`config.mk`:
```
export PLATFORM = sky130hd
export DESIGN_NAME = opnd_decoder
export DESIGN_NICKNAME = d
export VERILOG_FILES = /design/src/rtl/opnd_dec_pkg.sv /design/src/rtl/opnd_field_split.sv /design/src/rtl/opnd_simm_widen.sv /design/src/rtl/opnd_select.sv /design/src/rtl/opnd_decoder.sv
export SDC_FILE = /design/constraint.sdc
export NUM_CORES = 1
export LEC_CHECK = 0
export BUFFER_PORTS_ARGS = -buffer_cell sky130_fd_sc_hd__buf_2
export CORE_AREA = 2 2 39 41
export DETAILED_ROUTE_END_ITERATION = 10
export DIE_AREA = 0 0 41 43
export PLACE_DENSITY = 0.82
export SYNTH_ARGS = -nofsm -noshare
export SYNTH_HDL_FRONTEND = slang
export SYNTH_SLANG_ARGS = --single-unit
```
`constraint.sdc`:
```
create_clock -name vclk -period 0.8
set_input_delay 0 -clock vclk [all_inputs]
set_output_delay 0 -clock vclk [all_outputs]
set_load 0.05 [all_outputs]
```
`src/rtl/opnd_dec_pkg.sv`:
```
package opnd_dec_pkg;

    parameter int INSTR_W   = 16;
    parameter int DATA_W    = 8;
    parameter int OPC_W     = 4;
    parameter int REG_IDX_W = 3;
    parameter int COND_W    = 3;
    parameter int SIMM_W    = 4;

    localparam int OPC_LSB   = INSTR_W - OPC_W;
    localparam int FORM_BIT  = 10;
    localparam int SRC_BIT   = 9;
    localparam int COND_LSB  = 4;
    localparam int SIMM_MAX  = (1 << (SIMM_W - 1)) - 1;

    localparam logic [OPC_W-1:0]   OP_ADD      = OPC_W'(6);
    localparam logic [COND_W-1:0]  COND_NEVER  = '0;
    localparam logic [COND_W-1:0]  COND_ALWAYS = COND_W'(1);
    localparam logic [INSTR_W-1:0] WORD_NOP    = '0;
    localparam logic [INSTR_W-1:0] WORD_INV    = '1;

    typedef enum logic [1:0] {
        SRC_REG   = 2'd0,
        SRC_SHORT = 2'd1,
        SRC_WIDE  = 2'd2
    } src_kind_e;

    typedef struct packed {
        logic [OPC_W-1:0]     opc;
        src_kind_e            kind;
        logic [COND_W-1:0]    cond;
        logic [REG_IDX_W-1:0] ridx;
        logic [SIMM_W-1:0]    simm;
        logic [DATA_W-1:0]    imm8;
    } fields_t;

    // Widen a short code: sign extension, with the zero code skipped for add.
    function automatic logic [DATA_W-1:0] widen_short(
        input logic [SIMM_W-1:0] code,
        input logic              skip_zero
    );
        logic [DATA_W-1:0] ext;
        ext = {{(DATA_W-SIMM_W){code[SIMM_W-1]}}, code};
        if (skip_zero && !code[SIMM_W-1])
            ext = ext + DATA_W'(1);
        return ext;
    endfunction

endpackage

```
`src/rtl/opnd_field_split.sv`:
```
module opnd_field_split
    import opnd_dec_pkg::*;
(
    input  logic [INSTR_W-1:0] word,
    output fields_t            flds
);
    always_comb begin
        flds.opc  = word[INSTR_W-1:OPC_LSB];
        flds.ridx = word[REG_IDX_W-1:0];
        flds.simm = word[SIMM_W-1:0];
        flds.imm8 = word[DATA_W-1:0];
        if (word[FORM_BIT]) begin
            flds.kind = SRC_WIDE;
            flds.cond = COND_ALWAYS;
        end else begin
            flds.kind = word[SRC_BIT] ? SRC_SHORT : SRC_REG;
            flds.cond = word[COND_LSB+COND_W-1:COND_LSB];
        end
    end
endmodule

```
`src/rtl/opnd_simm_widen.sv`:
```
module opnd_simm_widen
    import opnd_dec_pkg::*;
(
    input  logic [SIMM_W-1:0] code,
    input  logic              is_add,
    output logic [DATA_W-1:0] value
);
    always_comb value = widen_short(code, is_add);

    always_comb begin
        if (is_add)
            a_r5_add_nonzero: assert (value != '0);
    end
endmodule

```
`src/rtl/opnd_select.sv`:
```
module opnd_select
    import opnd_dec_pkg::*;
(
    input  src_kind_e         kind,
    input  logic [DATA_W-1:0] imm8,
    input  logic [DATA_W-1:0] short_val,
    input  logic [DATA_W-1:0] rdata,
    output logic [DATA_W-1:0] operand
);
    always_comb begin
        unique case (kind)
            SRC_WIDE:  operand = imm8;
            SRC_SHORT: operand = short_val;
            default:   operand = rdata;
        endcase
    end
endmodule

```
`src/rtl/opnd_decoder.sv`:
```
module opnd_decoder
    import opnd_dec_pkg::*;
(
    input  logic [INSTR_W-1:0]   instr_word,
    input  logic [DATA_W-1:0]    rf_rdata,
    output logic [OPC_W-1:0]     opcode,
    output logic                 is_imm8,
    output logic                 is_short,
    output logic [DATA_W-1:0]    operand,
    output logic [REG_IDX_W-1:0] reg_idx,
    output logic [COND_W-1:0]    cond_sel,
    output logic                 is_nop,
    output logic                 inv_trap
);
    fields_t           flds;
    logic [DATA_W-1:0] short_val;

    opnd_field_split u_split (
        .word (instr_word),
        .flds (flds)
    );

    opnd_simm_widen u_widen (
        .code   (flds.simm),
        .is_add (flds.opc == OP_ADD),
        .value  (short_val)
    );

    opnd_select u_sel (
        .kind      (flds.kind),
        .imm8      (flds.imm8),
        .short_val (short_val),
        .rdata     (rf_rdata),
        .operand   (operand)
    );

    assign opcode   = flds.opc;
    assign is_imm8  = (flds.kind == SRC_WIDE);
    assign is_short = (flds.kind == SRC_SHORT);
    assign reg_idx  = flds.ridx;
    assign cond_sel = flds.cond;
    assign is_nop   = (instr_word == WORD_NOP);
    assign inv_trap = (instr_word == WORD_INV);

    always_comb begin
        a_r3_one_form: assert (!(is_imm8 && is_short));
        a_r8_nop_never: assert (!is_nop || (cond_sel == COND_NEVER && !is_imm8));
        a_r9_inv_wide: assert (!inv_trap || (is_imm8 && cond_sel == COND_ALWAYS));
        a_r9_not_both: assert (!(is_nop && inv_trap));
        if (is_imm8)
            a_r2_wide_always: assert (cond_sel == COND_ALWAYS);
    end
endmodule

```
==> flow_summary.yaml, run 1 <==
worst_setup_path:
  worstPathCellList: "buf_8 -> or3_4 -> o211ai_1 -> nand3_4 -> buf_8"
  end_kind: "primary output"
  critPathBufInv: 2
  critPathMaxStageDelay_ns: 0.40
  startpoint_type: "primary input"
  path_class: "primary input to primary output"
  cp_top_family: "simple AND/OR/NAND/NOR gates"
  path_common_cell: "buf_8"
  required_ns: 0.80
  crit_slowest_cell: "or3_4"
  critPathMaxFanout: 3
  cp.arrival_ns: 1.04
timing:
  fmax_ghz: 0.959
  finalCriticalPeriod_ns: 1.04
  slew_viol_final: 0
  rsz0062_at_grt: "true"
  slew_headroom_pct: 77.6
  setup_ws_ns: -0.243
  hold_ws_ns: 0.318
  worst_pin_slew_ns: 0.333
  hold_viol: 0
  finalSetupViolations: 6
  period_share_pct: 130
outcome:
  outcome: "finished with violations"
  violations: "setup timing"
yosys:
  synth_top_area_share_pct: 16.0
  postSynthCellCount: 67
  syn_avg_cell_area_um2: 6.31
  synth_area_leaders: "buf_4 16%, ha_1 5.9%, nand3_1 5.9%"
  synth_nets: 93
  yosysMostFrequentCell: "buf_4"
  synth-seq-area-share_pct: 0
  ys_types: 27
  netlist.top_cell.by_area: "buf_4"
  yosys-top-cells-count: "9 x buf_4, 5 x inv_1, 5 x nand2_1, 5 x nand3_1, 5 x nor3_1"
  ys_warn_count: 0
  synth_area_um2: 423
global_routing:
  grt_antenna_before_repair: 0
  grt_pass1_vias: 759
  grt_pass1_wl_um: 3330
  track_usage_pct: 26.0
  grt_start_max_net_pins: 12
  grt_overflow: 0
layout:
  final_layout_size_suffix_gt1_share_pct: 84.6
  seq_cells: 0
  multi_input_area_um2: 539
  antenna_cells: 0
  nets: 151
  clkbuf_count: 0
  fillers: 85
  design_area_mm2: 0.00114
  register_area_um2: 0
  area_growth_pct: 169
power_and_ir_drop:
  power_density_mw_per_mm2: 743
  peakVddDrop_v: 0.000419
  leakage_nw: 0.512
min_path:
  whs_path_depth: 2
  hold-path-endpoint: "reg_idx[1]"
  hp-class: "primary input to primary output"
  hold_start: "instr_word[1]"
flow_run:
  drv_cap: 0
detailed_routing:
  ant_nets: 0
  viasPerCell: 5.43
  drc: 0
  via_count: 755
  firstDrtPassIters: 4
  post_drt_wl_per_cell_um: 15.8
  drt_iter0_drc: 16
  wl_um: 2200
placed_design:
  gp_congestion: 0.867
  hpwl_um: 1380
  pre_cts_ws_ns: -0.347
  port_buffers: 46
  placed_area_um2: 842
clock_network:
  cts_hold_buf: 0
floorplan:
  num_rows: 14
  pin_count: 46
  core_mm2: 0.00138
  start_util_pct: 30.6
  fp.dieW_um: 41
  die_y_um: 43
  die-area_mm2: 0.00176
## per-layer routing
| metal | vias to the layer above | track usage, % | share of wire, % |
|---|---|---|---|
| met5 | - | 0 | 0 |
| met4 | 0 | 4.00 | 1.0 |
| met3 | 4 | 3.14 | 5.4 |
| met2 | 32 | 44.4 | 52 |
| met1 | 366 | 33.5 | 41 |
| li1 | 353 | - | - |
## layout by cell type, fill, tap and decap left out, drive strengths merged
master	netlist	layout
buf	10	65
nor3	6	6
nand2	5	5
nand3	5	5
nand4	4	4
a21oi	4	4
o21ai	4	4
inv	5	4
nor2b	3	3
o211ai	2	2
and2	2	2
a22oi	2	2
a311oi	2	2
ha	2	2
clkbuf	1	2
nor4	2	2
nand2b	1	1
clkinvlp	0	1
or3	1	1
nor2	1	1
and4bb	1	1
or2	1	1
a21o	1	1
nor4b	1	1
and4	1	1
## logic make-up (layout without fill, tap and decap cells)
logic type / Yosys count / count (layout) / synth area share (%)
compound gates: 15 / 15 / 22.5
fa+ha+maj: 2 / 2 / 5.92
buf+inv: 16 / 72 / 22.5
simple gates: 34 / 34 / 49.1
## timing repair
action	4_1_cts	5_1_grt
endpoints found under the setup margin	11	12
endpoints found under the hold margin	0	0
pin swaps	10	5
buffers inserted	3	1
resized for setup	50	27
## how the worst max path moves through the flow
stage,slack (ns),cells after the start,end,startpoint
2_1_floorplan,-0.21,3,operand[5],instr_word[10]
3_3_place_gp,-0.30,6,operand[3],instr_word[15]
3_5_place_dp,-0.35,6,is_nop,instr_word[0]
4_1_cts,-0.23,5,operand[0],instr_word[15]
5_1_grt,-0.28,5,operand[1],instr_word[15]
6_report,-0.24,5,operand[0],instr_word[15]
## per-stage QoR
step	std cells	total power, mW	setup TNS (ns)	utilization (%)
2_1_floorplan	67	0.454	-1.19	-
3_3_place_gp	136	0.637	-1.85	60.8
3_5_place_dp	136	0.649	-2.08	60.8
4_1_cts	138	0.771	-0.897	74.9
5_1_grt	139	0.885	-1.30	82.1
6_report	139	0.844	-1.07	82.1
## cell type report
type / instances / share of cell area, %
Timing Repair Buffer: 67 / 48.3
Multi-Input combinational cell: 51 / 47.5
Inverter: 5 / 2.42
Tap cell: 16 / 1.76
## power by group
part	internal, mW	switching, mW	total [mW]
Clock	0	0	0
Combinational	0.348	0.497	0.844
Sequential	0	0	0
Total	0.348	0.497	0.844
(Power assumes the default switching activity.)
==> run 2, diff against run 1 <==
PLACE_DENSITY = 0.78   (was 0.82)
==> run 2 against run 1 <==
Against the previous run: the run still ends with setup timing left; first-iteration DRC count rose by 31%; sequential cell count did not move; non-clock buffer count fell by 1; largest power group unchanged.
==> flow_summary.yaml, run 2 (synthesis results as in run 1) <==
timing:
  finalSetupViolations: 6
  rsz0062_at_grt: "true"
  finalCriticalPeriod_ns: 1.04
  setup_ws_ns: -0.240
  slew_viol_final: 0
  hold_viol: 0
  worst_pin_slew_ns: 0.283
  fmax_ghz: 0.961
  hold_ws_ns: 0.312
  slew_headroom_pct: 81.1
  period_share_pct: 130
min_path:
  hp-class: "primary input to primary output"
  whs_path_depth: 2
power_and_ir_drop:
  peakVddDrop_v: 0.000441
  power_density_mw_per_mm2: 752
  leakage_nw: 0.509
  power_mw: 0.837
worst_setup_path:
  path_class: "primary input to primary output"
  startpoint_type: "primary input"
  critPathMaxFanout: 4
  end_kind: "primary output"
  required_ns: 0.80
  cp.arrival_ns: 1.04
layout:
  final_cell_mix: "28 x buf_2, 16 x buf_4, 14 x buf_6"
  design_area_mm2: 0.00111
  clkbuf_count: 0
  nets: 150
  register_area_um2: 0
  seq_cells: 0
  area_growth_pct: 163
  antenna_cells: 0
  final_common_cell: "buf_2"
  final_core_util_pct: 80.5
  fillers: 83
  final_layout_size_suffix_gt1_share_pct: 81.1
placed_design:
  port_buffers: 46
  pre_cts_ws_ns: -0.335
  gp_congestion: 0.798
  hpwl_um: 1430
  placed_area_um2: 862
detailed_routing:
  via_count: 741
  drt_iter0_drc: 21
  ant_nets: 0
  post_drt_wl_per_cell_um: 16.6
  drc: 0
  firstDrtPassIters: 4
  viasPerCell: 5.37
  wl_um: 2280
global_routing:
  grt_antenna_before_repair: 0
  grt_pass1_wl_um: 3420
  grt_overflow: 0
  grt_pass1_vias: 740
  grt_start_max_net_pins: 11
  track_usage_pct: 27.0
floorplan:
  pin_count: 46
  die_y_um: 43
  die-area_mm2: 0.00176
  start_util_pct: 30.6
  fp.dieW_um: 41
  core_mm2: 0.00138
  num_rows: 14
outcome:
  outcome: "finished with violations"
  violations: "setup timing"
flow_run:
  drv_cap: 0
## run 2: cell types whose count changed in the layout (fill, tap and decap cells not counted), sizes merged
cell    delta
clkbuf     -1
## run 2: layer usage
metal | track usage, % | vias to the layer above | routed length [um]
met5 | 0 | - | 0
met4 | 6.00 | 0 | 58
met3 | 0.524 | 4 | 94
met2 | 45.9 | 36 | 1220
met1 | 35.8 | 348 | 916
li1 | - | 353 | -
## run 2: repair_timing
| action | 4_1_cts | 5_1_grt |
|---|---|---|
| pin swaps | 9 | 4 |
| endpoints found under the setup margin | 11 | 11 |
| hold buffers | 0 | 0 |
| gates resized for setup | 49 | 17 |
| hold endpoints to repair | 0 | 0 |
| setup buffers | 1 | 1 |
## run 2: worst paths after layout
path,to,slack [ns],start
worst max-delay path,operand[1],-0.24,instr_word[3]
worst min-delay path,opcode[0],0.31,instr_word[12]
## run 2: where the power goes
group	total, mW	switching (mW)	internal, mW	leakage, nW
Sequential	0	0	0	0
Combinational	0.837	0.498	0.340	0.509
Clock	0	0	0	0
## run 2: layout make-up
class	count	area, um^2	share of cell area [%]
inverter	5	22.5	2.02
multi-input combinational	51	536	48.1
tap	16	20.0	1.80
timing repair buffer	66	536	48.1
## run 2: worst max-delay path, cell delays in order
cell,delay [ns]
buf_8,0.10
or3_4,0.40
o211ai_1,0.27
nand3_4,0.10
buf_8,0.16
## run 2: metrics by stage
step / std cells / TNS (ns)
2_1_floorplan: 67 / -1.19
3_3_place_gp: 137 / -1.90
3_5_place_dp: 137 / -2.13
4_1_cts: 137 / -0.739
5_1_grt: 138 / -1.05
6_report: 138 / -0.839
